## src/rtl/fwc_pkg.sv

```systemverilog
package fwc_pkg;
    typedef enum logic [2:0] {
        REG_HALT,
        REG_ID,
        REG_IRQ,
        REG_COUNT,
        REG_NONE
    } fwc_reg_e;

    typedef enum logic {
        ST_IDLE,
        ST_RESP
    } fwc_state_e;

    localparam int unsigned WIDX_W = 4;
endpackage

```

## src/rtl/fwc_decode.sv

```systemverilog
module fwc_decode
    import fwc_pkg::*;
(
    input  logic [WIDX_W-1:0] widx,
    output fwc_reg_e          sel
);
    always_comb begin
        unique case (widx)
            4'd0:    sel = REG_HALT;
            4'd1:    sel = REG_ID;
            4'd2:    sel = REG_IRQ;
            4'd3:    sel = REG_COUNT;
            default: sel = REG_NONE;
        endcase
    end
endmodule

```

## src/rtl/fwc_irq_bank.sv

```systemverilog
module fwc_irq_bank #(
    parameter int unsigned NCPU = 4
) (
    input  logic            clk,
    input  logic            rst_n,
    input  logic            wr_en,
    input  logic [7:0]      line_idx,
    input  logic            level_on,
    output logic [NCPU-1:0] lines
);
    for (genvar k = 0; k < NCPU; k++) begin : g_line
        always_ff @(posedge clk or negedge rst_n) begin
            if (!rst_n)
                lines[k] <= 1'b0;
            else if (wr_en && (line_idx == 8'(k)))
                lines[k] <= level_on;
        end
    end
endmodule

```

## src/rtl/fwc_bus_fsm.sv

```systemverilog
module fwc_bus_fsm
    import fwc_pkg::*;
#(
    parameter int unsigned DATA_W = 32
) (
    input  logic              clk,
    input  logic              rst_n,
    input  logic              rd_go,
    input  logic [DATA_W-1:0] rd_word,
    input  logic              halt_go,
    input  logic [7:0]        halt_byte,
    output logic              resp_valid,
    output logic [DATA_W-1:0] resp_rdata,
    output logic              halt_strobe,
    output logic [7:0]        halt_status
);
    fwc_state_e state_q, state_d;

    always_comb begin
        unique case (state_q)
            ST_IDLE: state_d = rd_go ? ST_RESP : ST_IDLE;
            ST_RESP: state_d = rd_go ? ST_RESP : ST_IDLE;
            default: state_d = ST_IDLE;
        endcase
    end

    always_ff @(posedge clk or negedge rst_n) begin
        if (!rst_n)
            state_q <= ST_IDLE;
        else
            state_q <= state_d;
    end

    always_ff @(posedge clk or negedge rst_n) begin
        if (!rst_n) begin
            resp_rdata  <= '0;
            halt_strobe <= 1'b0;
            halt_status <= 8'h00;
        end else begin
            if (rd_go)
                resp_rdata <= rd_word;
            halt_strobe <= halt_go;
            if (halt_go)
                halt_status <= halt_byte;
        end
    end

    assign resp_valid = (state_q == ST_RESP);
endmodule

```

## src/rtl/fw_ctrl_regs.sv

```systemverilog
module fw_ctrl_regs
    import fwc_pkg::*;
#(
    parameter int unsigned NCPU      = 4,
    parameter int unsigned CPU_COUNT = 0,
    parameter int unsigned ADDR_W    = 16,
    parameter int unsigned DATA_W    = 32
) (
    input  logic                  clk,
    input  logic                  rst_n,
    input  logic                  req_valid,
    input  logic                  req_write,
    input  logic [ADDR_W-1:0]     req_addr,
    input  logic [DATA_W/8-1:0]   req_be,
    input  logic [DATA_W-1:0]     req_wdata,
    input  logic [7:0]            req_cpu_id,
    output logic                  resp_valid,
    output logic [DATA_W-1:0]     resp_rdata,
    output logic                  halt_strobe,
    output logic [7:0]            halt_status,
    output logic [NCPU-1:0]       irq_out
);
    localparam logic [7:0] COUNT_VAL = (CPU_COUNT == 0) ? 8'd1 : 8'(CPU_COUNT);

    fwc_reg_e          sel;
    logic              wr_go, rd_go;
    logic [DATA_W-1:0] rd_word;

    fwc_decode u_dec (
        .widx (req_addr[5:2]),
        .sel  (sel)
    );

    assign wr_go = req_valid && req_write;
    assign rd_go = req_valid && !req_write;

    always_comb begin
        rd_word = '0;
        unique case (sel)
            REG_ID:    rd_word[7:0] = req_cpu_id;
            REG_COUNT: rd_word[7:0] = COUNT_VAL;
            default:   rd_word = '0;
        endcase
    end

    fwc_irq_bank #(.NCPU(NCPU)) u_irq (
        .clk      (clk),
        .rst_n    (rst_n),
        .wr_en    (wr_go && (sel == REG_IRQ) && req_be[0]),
        .line_idx (req_wdata[7:0]),
        .level_on (req_be[1] && (req_wdata[15:8] != 8'h00)),
        .lines    (irq_out)
    );

    fwc_bus_fsm #(.DATA_W(DATA_W)) u_fsm (
        .clk         (clk),
        .rst_n       (rst_n),
        .rd_go       (rd_go),
        .rd_word     (rd_word),
        .halt_go     (wr_go && (sel == REG_HALT) && req_be[0]),
        .halt_byte   (req_wdata[7:0]),
        .resp_valid  (resp_valid),
        .resp_rdata  (resp_rdata),
        .halt_strobe (halt_strobe),
        .halt_status (halt_status)
    );
endmodule

```

## config.mk

```make
export PLATFORM = sky130hd
export DESIGN_NAME = fw_ctrl_regs
export DESIGN_NICKNAME = d
export VERILOG_FILES = /design/src/rtl/fwc_pkg.sv /design/src/rtl/fwc_decode.sv /design/src/rtl/fwc_irq_bank.sv /design/src/rtl/fwc_bus_fsm.sv /design/src/rtl/fw_ctrl_regs.sv
export SDC_FILE = /design/constraint.sdc
export NUM_CORES = 1
export LEC_CHECK = 0
export BUFFER_PORTS_ARGS = -buffer_cell sky130_fd_sc_hd__buf_2
export CORE_MARGIN = 5
export CORE_UTILIZATION = 35
export DETAILED_ROUTE_END_ITERATION = 12
export GPL_TIMING_DRIVEN = 0
export PLACE_DENSITY = 0.8
export SLEW_MARGIN = 20
export SYNTH_ARGS = -nofsm -noshare
export SYNTH_HDL_FRONTEND = slang
export SYNTH_SLANG_ARGS = --single-unit
```

## constraint.sdc

```tcl
create_clock -name clk -period 1.2 [get_ports clk]
set_input_delay 0.12 -clock clk [delete_from_list [all_inputs] [get_ports clk]]
set_output_delay 0.12 -clock clk [all_outputs]
set_load 0.02 [all_outputs]
```

# Word level (Yosys, flattened, before mapping)
# Index checks and enable logic that the tools add are counted.
# word_totals
register_bits	22
latchBits	0
ramBits	0
rom_bits	0
output_inout_bits	46
word_cells	36
memories	0
# op_classes
addsub	0
multipliers	0
div	0
magnitude_cmp	0
n_eq_ne	9
n_shift	0
muxes	3
bitwise_logic	0
n_reduce_logical	16
# op_table
cell	n
$eq 8x2->1 const B	2
$pmux 8 s2	1
$pmux 3 s4	1
$logic_and 1x1->1	11
$eq 4x2->1 const B	2
$eq 8x1->1 const B	1
$logic_not 8->1	1
$reduce_bool 8->1	1
$eq 3x2->1 const B	2
$eq 4x1->1 const B	1
$logic_not 4->1	1
$eq 3x1->1 const B	1
$logic_not 3->1	1
$logic_not 1->1	1
$mux 1	1

# Depth between registers and ports, before layout
# Gate-level depths: netlist of the first run.
# depth
ltp_word	6
depth_mapped	4
mapped_depth_nobuf	3

# Cells and area by module
# A second synthesis of the first run with hierarchy kept.
# unflattened
hier_cells	123
hier_area_um2	2044.5
# by_module_without_submodules
module	n_inst	cells_each	area_per_inst_um2	seq_area_each_um2
fwc_bus_fsm	1	87	1690.4	1051.0
fwc_irq_bank	1	15	207.7	100.1
fw_ctrl_regs	1	18	125.1	0.0
fwc_decode	1	3	21.3	0.0

# Worst setup path before layout of the first run
# OpenSTA, ideal clock, no wires.
# synth_timing
path_type	input to register
startpoint	input req_addr[2]
endpoint	register u_fsm.halt_status[0]
setup_time_ns	0.125
t_arrival_ns	1.184
required_time_ns	1.075
setup_slack_ns	-0.110
cell_stages	4
n_path_buf	1
cell_sequence	nand4b_4 > or4_1 > buf_6 > mux2_4
# synth_via
elab_chain_cells	5
elab_cells_between_ends	8
cone_classes	eq/ne: 3; mux: 1; reduce/logical: 4
# synth_lines
element	line_no	text
start: declaration	fw_ctrl_regs.sv:13	input logic [ADDR_W-1:0] req_addr,
$eq 4x2->1 (tied with other cells)	fwc_decode.sv:8	unique case (widx)
$pmux 3 s4 *	fwc_decode.sv:8	
$logic_not 3->1 *	fw_ctrl_regs.sv:60	.halt_go (wr_go && (sel == REG_HALT) && req_be[0]),
$logic_and 1x1->1 * (2 in a row)	fw_ctrl_regs.sv:60	
end signal: assignment	fwc_bus_fsm.sv:44	halt_status <= halt_byte;
end: declaration	fwc_bus_fsm.sv:15	output logic [7:0] halt_status
# Every way passes the cells marked *; elsewhere a longest branch is shown, timed or not.
# A chain may end at the register's enable or synchronous reset.

# Worst setup path after layout of the first run
# layout_timing
startpoint	input req_addr[2]
endpoint	register u_fsm.halt_status[5]
# The elaborated chain is that of the path after synthesis.

==> results.cfg, run 1 <==
[yosys]
yosysTopAreaCellShare_pct = 46.1
avgSynthCellArea_sq_um = 12.6
synth.area.top_cells = dfrtp_1 46%, buf_4 15%, mux2_4 10%
ys_warn_count = 0
post-synth-top-area-cell = dfrtp_1
ys_ff_latch = 22
yosysSeqAreaShare_pct = 46.1
synth.distinct_cells = 23
syn_area_sq_um = 1190
syn_inst = 95

[sta]
slew_violations = 0
skew_ns = 0
fmax_mhz = 882
finalHoldViolations = 0
rsz0062_at_grt = false
setup_viol = 0
fin_tns_setup_ns = 0
fin_crit_sh_pct = 94.5
period_needed_ns = 1.13

[clocking]
clkLatencyLatePin_ns = 0.30
h-tree-depth = 1
cts_buffers = 3
clock_path_buffers = 2
cts_tree = done
path_clk_slew_ns = 0.12
clock-sinks = 22
cts_root_buffer = clkbuf_4

[global_route]
first_global_vias = 888
grt_max_degree = 23
antenna_found_initial = 0
gr-total-overflow = 0
grt_pass1_wl_microns = 3930
grtUsageTotal_pct = 11.3

[worst_setup_path]
crit_arrival_ns = 1.34
crit_path_start_kind = primary input
end_kind = flip-flop
critPathSlowestCell = or4_1
worstPathCellList = buf_2 -> nand4b_4 -> or4_1 -> buf_6 -> mux2_4
cp_max_fo = 9
max_stage_delay_ns = 0.44
crit_type = primary input to flip-flop
required_ns = 1.40

[power_and_ir_drop]
p_per_area_nw_per_um2 = 984
p_leak_uw = 0.000958
finalPower_uw = 1630
peakVddDrop_uv = 336

[route]
drt_iter0_markers = 9
drcViolationCount = 0
drt-wirelength-per-cell_microns = 11.3
ant_nets = 0
dr.pass1.iters = 3
routed_via_density = 4.12
vias = 923
wl_microns = 2530

[place]
dp.final_hpwl_microns = 2170
io_buffer_count = 55
finalWeightedCongestion = 0.734

[finish]
finalNetCount = 243
diodes = 0
drive_gt1_share_pct = 57.3
area_growth_pct = 39.0
fillCellCount = 330
final_core_util_pct = 50.1

[status]
status = finished, final reports clean

[die]
die_h_microns = 68.4
rows = 21
die_x_microns = 68.4
die-area_sq_um = 4680
pin_count = 110
start_util_pct = 36.1
coreArea_sq_um = 3310

[flow_run]
maxCapViolations = 0

[worst_hold_path]
hold_class = primary input to flip-flop
critical path: cells and delay by family:
family	cells	cell delay, ns
buf+inv	2	0.27
simple gates	2	0.64
mux	1	0.30
through the flow:
step,hold WS [ns],worst slack (ns),cell area (sq um),std cells
2_1_floorplan,-0.176,-0.110,1280,118
3_3_place_gp,0.105,-0.257,1610,219
3_5_place_dp,0.109,-0.270,1610,219
4_1_cts,0.0154,0.0691,1660,224
5_1_grt,0.0157,0.0399,1660,224
6_report,0.0214,0.0657,1660,224
synthesized netlist by cell type:
library cell	count
conb_1	1
nand2_1	1
or4b_2	2
buf_4	24
mux2i_1	4
a22o_1	7
mux2_4	8
nand2b_1	1
clkbuf_1	1
o21ai_0	1
nor2_1	1
nor4_2	4
or4_1	4
inv_1	6
or3_1	1
buf_6	1
or4b_4	1
or3b_2	1
nor3_2	1
nand4b_4	1
o31ai_1	1
dfrtp_1	22
or4bb_1	1
layer usage:
metal	GRT usage [%]	part of all wire (%)	vias to the layer above
li1	-	-	458
met1	13.8	41	415
met2	19.1	47	48
met3	3.45	12	2
met4	2.98	0.39	0
met5	0	0	-
timing repair:
action                                  in CTS  in global routing
endpoints found under the setup margin       0                  1
resized for setup                            0                  1
setup buffers                                0                  0
hold buffers                                 1                  0
endpoints found under the hold margin       22                  0
where the power goes:
part	internal [uW]	switching (uW)	leakage (uW)
sequential	787	23.3	0.000279
combinational	189	225	0.000659
clock	185	223	0.0000210
total	1160	471	0.000958
state kept, by name (all words and copies together) (netlist names):
| signal | flops |
|---|---|
| u_irq.lines | 4 |
| u_fsm.resp_valid | 1 |
| u_fsm.halt_status | 8 |
| u_fsm.resp_rdata | 8 |
| u_fsm.halt_strobe | 1 |
logic make-up after synthesis:
kind of cell           share of synthesized area (%)
buffers and inverters                           18.2
other                                          0.314
DFF                                             46.1
muxes                                           13.4
AOI/OAI and AO/OA                               6.18
and+or+nand+nor                                 15.7
cells in the final DEF (no fill, tap or decap), types with 4 or more instances in the layout:
cell type and n:
dfrtp_1 22, buf_4 24, mux2_4 8, or4_1 4, buf_2 55, conb_1 24
mux2i_1 4, inv_1 6, a22o_1 7, nor4_2 4
final timing paths:
kind	startpoint	endpoint	slack, ns	cells past startpoint
max in group asynchronous	rst_n	u_irq.lines[2]	0.59	2
min	req_cpu_id[1]	u_fsm.resp_rdata[1]	0.02	2
max reg2reg	u_fsm.halt_status[4]	u_fsm.halt_status[4]	0.43	1
min reg2reg	u_fsm.resp_rdata[0]	u_fsm.resp_rdata[0]	0.49	2
min in group asynchronous	rst_n	u_fsm.halt_status[7]	0.29	2
max	req_addr[2]	u_fsm.halt_status[5]	0.07	5
final cells by class:
cell class | count | area, sq um | share of cell area, %
Sequential cell | 22 | 551 | 33.2
Multi-Input combinational cell | 64 | 512 | 30.8
Timing Repair Buffer | 56 | 285 | 17.2
Buffer | 26 | 195 | 11.8
Tap cell | 46 | 57.6 | 3.47
Clock buffer | 4 | 36.3 | 2.19
Inverter | 6 | 22.5 | 1.36
Note: power is estimated with default switching activity, not from simulation.
==> inputs of run 2 (changes only) <==
--- a/config.mk
+++ b/config.mk
@@ -10,6 +10,7 @@
 export CORE_UTILIZATION = 35
 export DETAILED_ROUTE_END_ITERATION = 12
 export GPL_TIMING_DRIVEN = 0
+export HOLD_SLACK_MARGIN = 0.02
 export PLACE_DENSITY = 0.8
 export SLEW_MARGIN = 20
 export SYNTH_ARGS = -nofsm -noshare
==> constraint.sdc (replaced) <==
create_clock -name clk -period 1.05 [get_ports clk]
set_input_delay 0.105 -clock clk [delete_from_list [all_inputs] [get_ports clk]]
set_output_delay 0.105 -clock clk [all_outputs]
set_load 0.02 [all_outputs]
==> run 2 against run 1 <==
Compared with the run above: sequential power is 14% higher; first-iteration DRC count grew to 2.9 times the previous value; non-clock buffer count is 9 higher; worst setup slack worse by 0.059 ns; critical path type unchanged; final cell count is 4.0% higher; critical endpoint is now u_fsm.halt_status[3]; largest cell class is now non-clock buffers; die area stayed put; global-route usage is 0.65 points higher; clock power is 12% higher; highest routed layer is now met3; sequential share of layout area is 3.4 points lower; count of clock-buffer cells in the layout stayed put; clock skew stayed put; via count is 4.0% higher.
==> results.cfg, run 2 (synthesis gave the netlist of run 1 again) <==
[die]
die_x_microns = 68.4
die_h_microns = 68.4
pin_count = 110
rows = 21
coreArea_sq_um = 3310
die-area_sq_um = 4680
start_util_pct = 36.1

[global_route]
grtUsageTotal_pct = 11.9
grt_max_degree = 23
grt_pass1_wl_microns = 4260
gr-total-overflow = 0
antenna_found_initial = 0
first_global_vias = 980

[clocking]
path_clk_slew_ns = 0.12
cts_root_buffer = clkbuf_4
h-tree-depth = 1
cts_buffers = 3
clock-sinks = 22
clkLatencyLatePin_ns = 0.29
clock_path_buffers = 2
cts_tree = done

[place]
finalWeightedCongestion = 0.686
dpl_cell_area_sq_um = 1620
io_buffer_count = 55
dp.final_hpwl_microns = 2150

[sta]
fin_crit_sh_pct = 99.3
setup_viol = 0
skew_ns = 0
finalHoldViolations = 0
fmax_mhz = 959
slew_violations = 0
period_needed_ns = 1.04
rsz0062_at_grt = true
fin_tns_setup_ns = 0

[worst_setup_path]
end_kind = flip-flop
critPathSlowestCell = or4_4
max_stage_delay_ns = 0.44
crit_path_start_kind = primary input
crit_family = simple AND/OR/NAND/NOR gates
crit_buf_inv = 2
required_ns = 1.24
worstPathCellList = buf_6 -> nand4b_4 -> or4_4 -> buf_6 -> mux2_4
cp_max_fo = 5
crit_top_cell = buf_6
crit_arrival_ns = 1.24
crit_type = primary input to flip-flop

[route]
routed_via_density = 4.12
wl_microns = 2750
dr.pass1.iters = 3
drt-wirelength-per-cell_microns = 11.8
drcViolationCount = 0
ant_nets = 0
vias = 960
drt_iter0_markers = 26

[finish]
diodes = 0
drive_gt1_share_pct = 57.8
area_growth_pct = 54.8
final_common_cell = buf_2
multi_input_area_sq_um = 577
fillCellCount = 303
regArea_sq_um = 551
stdcell_area_sq_um = 1850
finalNetCount = 252
reg_top3 = u_fsm.halt_status x8, u_fsm.resp_rdata x8, u_irq.lines x4
final_core_util_pct = 55.8
final_cell_mix = 50 x buf_2, 26 x buf_4, 24 x conb_1, 22 x dfrtp_1

[power_and_ir_drop]
p_leak_uw = 0.00107
p_per_area_nw_per_um2 = 1030
peakVddDrop_uv = 477

[flow_run]
maxCapViolations = 0

[worst_hold_path]
hold_class = primary input to flip-flop

[status]
status = finished, final reports clean
run 2: changes by cell type in the layout (fill, tap and decap cells not counted), moves of 2 or more:
cell	delta
or4b_4	+2
or4_1	-2
nor4_4	+4
dlygate4sd3_1	+7
nor4_2	-4
buf_6	+3
or4b_2	-2
buf_4	+2
buf_2	-5
or4_4	+2
buf_8	+2
run 2: repair_timing:
item / 4_1_cts / 5_1_grt
cloned: 1 / 0
hold buffers: 7 / 1
pin swaps: 3 / 5
buffers inserted: 1 / 0
gates resized for setup: 7 / 17
hold endpoints to repair: 28 / 1
setup endpoints to repair: 12 / 9
run 2: layer usage:
layer | wire length, microns | part of all wire [%] | up-vias | global-route usage [%]
li1 | - | - | 472 | -
met1 | 1160 | 42 | 439 | 14.9
met2 | 1320 | 48 | 49 | 21.1
met3 | 272 | 9.9 | 0 | 2.46
met4 | 0 | 0 | 0 | 2.23
met5 | 0 | 0 | - | 0
run 2: area by class of cell:
class | instances | share of cell area [%]
buffer | 26 | 10.6
sequential | 22 | 29.8
tap | 46 | 3.11
inverter | 6 | 1.22
multi-input combinational | 64 | 31.2
timing repair buffer | 65 | 22.1
clock buffer | 4 | 1.96
run 2: metrics by stage:
stage / cells / setup WS [ns] / hold WS [ns] / power (uW)
floorplan: 118 / -0.245 / -0.191 / 1250
global placement: 219 / -0.392 / 0.0912 / 1410
detailed placement: 219 / -0.410 / 0.0978 / 1410
CTS: 232 / -0.0416 / 0.0223 / 1930
global route: 233 / -0.00929 / 0.0242 / 2030
finish: 233 / 0.00701 / 0.0341 / 1910
run 2: worst paths after layout:
kind	start	to	slack, ns	depth (start not counted)
max in group asynchronous	rst_n	u_irq.lines[2]	0.44	2
hold reg to reg	u_fsm.resp_rdata[0]	u_fsm.resp_rdata[0]	0.49	2
min in group asynchronous	rst_n	u_fsm.halt_status[4]	0.29	2
hold / removal	req_cpu_id[2]	u_fsm.resp_rdata[2]	0.03	2
setup / recovery	req_addr[2]	u_fsm.halt_status[3]	0.007	5
setup reg to reg	u_fsm.halt_status[1]	u_fsm.halt_status[1]	0.29	1
run 2: power breakdown:
part | switching [uW] | internal (uW) | total (uW)
Sequential | 25.4 | 899 | 924
Clock | 245 | 211 | 456
Combinational | 274 | 254 | 528
Total | 544 | 1360 | 1910
==> inputs of run 3 (changes only) <==
--- a/config.mk
+++ b/config.mk
@@ -12,6 +12,7 @@
 export GPL_TIMING_DRIVEN = 0
 export HOLD_SLACK_MARGIN = 0.02
 export PLACE_DENSITY = 0.8
+export RECOVER_POWER = 50
 export SLEW_MARGIN = 20
 export SYNTH_ARGS = -nofsm -noshare
 export SYNTH_HDL_FRONTEND = slang
==> run 3 against run 2 <==
Compared with the run above: sequential share of layout area is the same; sequential cell count stayed put; register-to-register slack about the same; non-clock buffer count stayed put; critical path type unchanged; critical endpoint unchanged; largest power group unchanged.
==> results.cfg, run 3 (synthesis gave the netlist of run 1 again) <==
[route]
drt-met1-wl_microns = 1160
wl_microns = 2790
vias = 961
dr_wl_met3_microns = 282
drt_iter0_markers = 26
routed_via_density = 4.12
top_layer = met3
ant_nets = 0
dr_wl_met2_microns = 1350
dr.pass1.iters = 2
drcViolationCount = 0
drt-wirelength-per-cell_microns = 12.0

[finish]
final_common_cell = buf_2
diodes = 0
stdcell_area_sq_um = 1850
finalNonFillerCells = 233
final_core_util_pct = 55.8
area_growth_pct = 54.8
final_cell_mix = 47 x buf_2, 26 x buf_4, 24 x conb_1, 22 x dfrtp_1
finalNetCount = 252
drive_gt1_share_pct = 57.8
reg_top3 = u_fsm.halt_status x8, u_fsm.resp_rdata x8, u_irq.lines x4

[sta]
rsz0062_at_grt = true
period_needed_ns = 1.04
slew_violations = 0
fin_crit_sh_pct = 99.4
setup_viol = 0
fmax_mhz = 958
slew-limit-headroom_pct = 64.4
worst_pin_slew_ns = 0.534
skew_ns = 0
finalHoldViolations = 0
hold_ws_ns = 0.0290

[clocking]
h-tree-depth = 1
clock_path_buffers = 2
path_clk_slew_ns = 0.12
cts_tree = done
cts_buffers = 3
cts_root_buffer = clkbuf_4
clkLatencyLatePin_ns = 0.30
clock-sinks = 22

[global_route]
gr-total-overflow = 0
grt_pass1_wl_microns = 4260
grtUsageTotal_pct = 11.9
antenna_found_initial = 0
first_global_vias = 980
grt_max_degree = 23

[die]
rows = 21
start_util_pct = 36.1
die_h_microns = 68.4
die_x_microns = 68.4
pin_count = 110
die-area_sq_um = 4680
coreArea_sq_um = 3310

[worst_setup_path]
critPathSlowestCell = or4_4
r2r-start = u_fsm.halt_status[1]
crit_path_start_kind = primary input
crit_buf_inv = 2
cp_max_fo = 5
required_ns = 1.25
crit_type = primary input to flip-flop
end_kind = flip-flop
crit_family = simple AND/OR/NAND/NOR gates
crit_arrival_ns = 1.24
max_stage_delay_ns = 0.55
startpoint = req_addr[3]
worstPathCellList = buf_4 -> or4_4 -> buf_6 -> mux2_4

[place]
io_buffer_count = 55
dp.final_hpwl_microns = 2150
dpl_cell_area_sq_um = 1620
finalWeightedCongestion = 0.686
dp.cells = 219

[power_and_ir_drop]
p_leak_uw = 0.00107
p_per_area_nw_per_um2 = 1040
peakVddDrop_uv = 478

[worst_hold_path]
hold_class = primary input to flip-flop
hold_start = req_cpu_id[2]

[flow_run]
maxCapViolations = 0

[status]
status = finished, final reports clean
run 3: cell types whose count changed in the layout (fill, tap and decap cells not counted):
cell and change:
clkbuf_2 +3, buf_2 -3
run 3: final timing paths:
kind	end	slack [ns]	depth (start not counted)
min	u_fsm.resp_rdata[2]	0.03	2
max in group asynchronous	u_irq.lines[2]	0.39	2
max reg2reg	u_fsm.halt_status[1]	0.29	1
min in group asynchronous	u_fsm.halt_status[6]	0.30	2
max	u_fsm.halt_status[3]	0.006	4
min reg2reg	u_fsm.resp_rdata[0]	0.49	2
run 3: report_power, final:
group          switching, uW  internal (uW)  leakage, uW
sequential              25.4            899     0.000279
combinational            274            254     0.000773
clock                    249            211    0.0000210
total                    549           1360      0.00107
run 3: cell type report:
class	instances	area, sq um
plain buffers	26	195
multi-input cells	64	577
well taps	46	57.6
clock buffers	4	36.3
flip-flops and latches	22	551
fillers	303	1460
repair buffers	65	409
inverters	6	22.5
run 3: repair_timing:
action	in CTS	in global routing
endpoints found under the setup margin	12	9
gates resized for setup	7	17
cloned	1	0
buffers inserted	1	0
endpoints found under the hold margin	28	1
hold buffers	7	1
pin swaps	3	5
run 3: layer usage:
layer | global-route usage [%] | up-vias
met5 | 0 | -
met4 | 2.23 | 0
met3 | 2.46 | 0
met2 | 21.1 | 49
met1 | 14.9 | 438
li1 | - | 474
run 3: per-stage QoR:
stage          total power (uW)  setup TNS [ns]  setup slack (ns)
3_3_place_gp               1410           -6.29            -0.392
4_1_cts                    1930         -0.0799           -0.0416
2_1_floorplan              1250           -2.64            -0.245
5_1_grt                    2030         -0.0147          -0.00929
3_5_place_dp               1410           -6.60            -0.410
6_report                   1910               0           0.00604
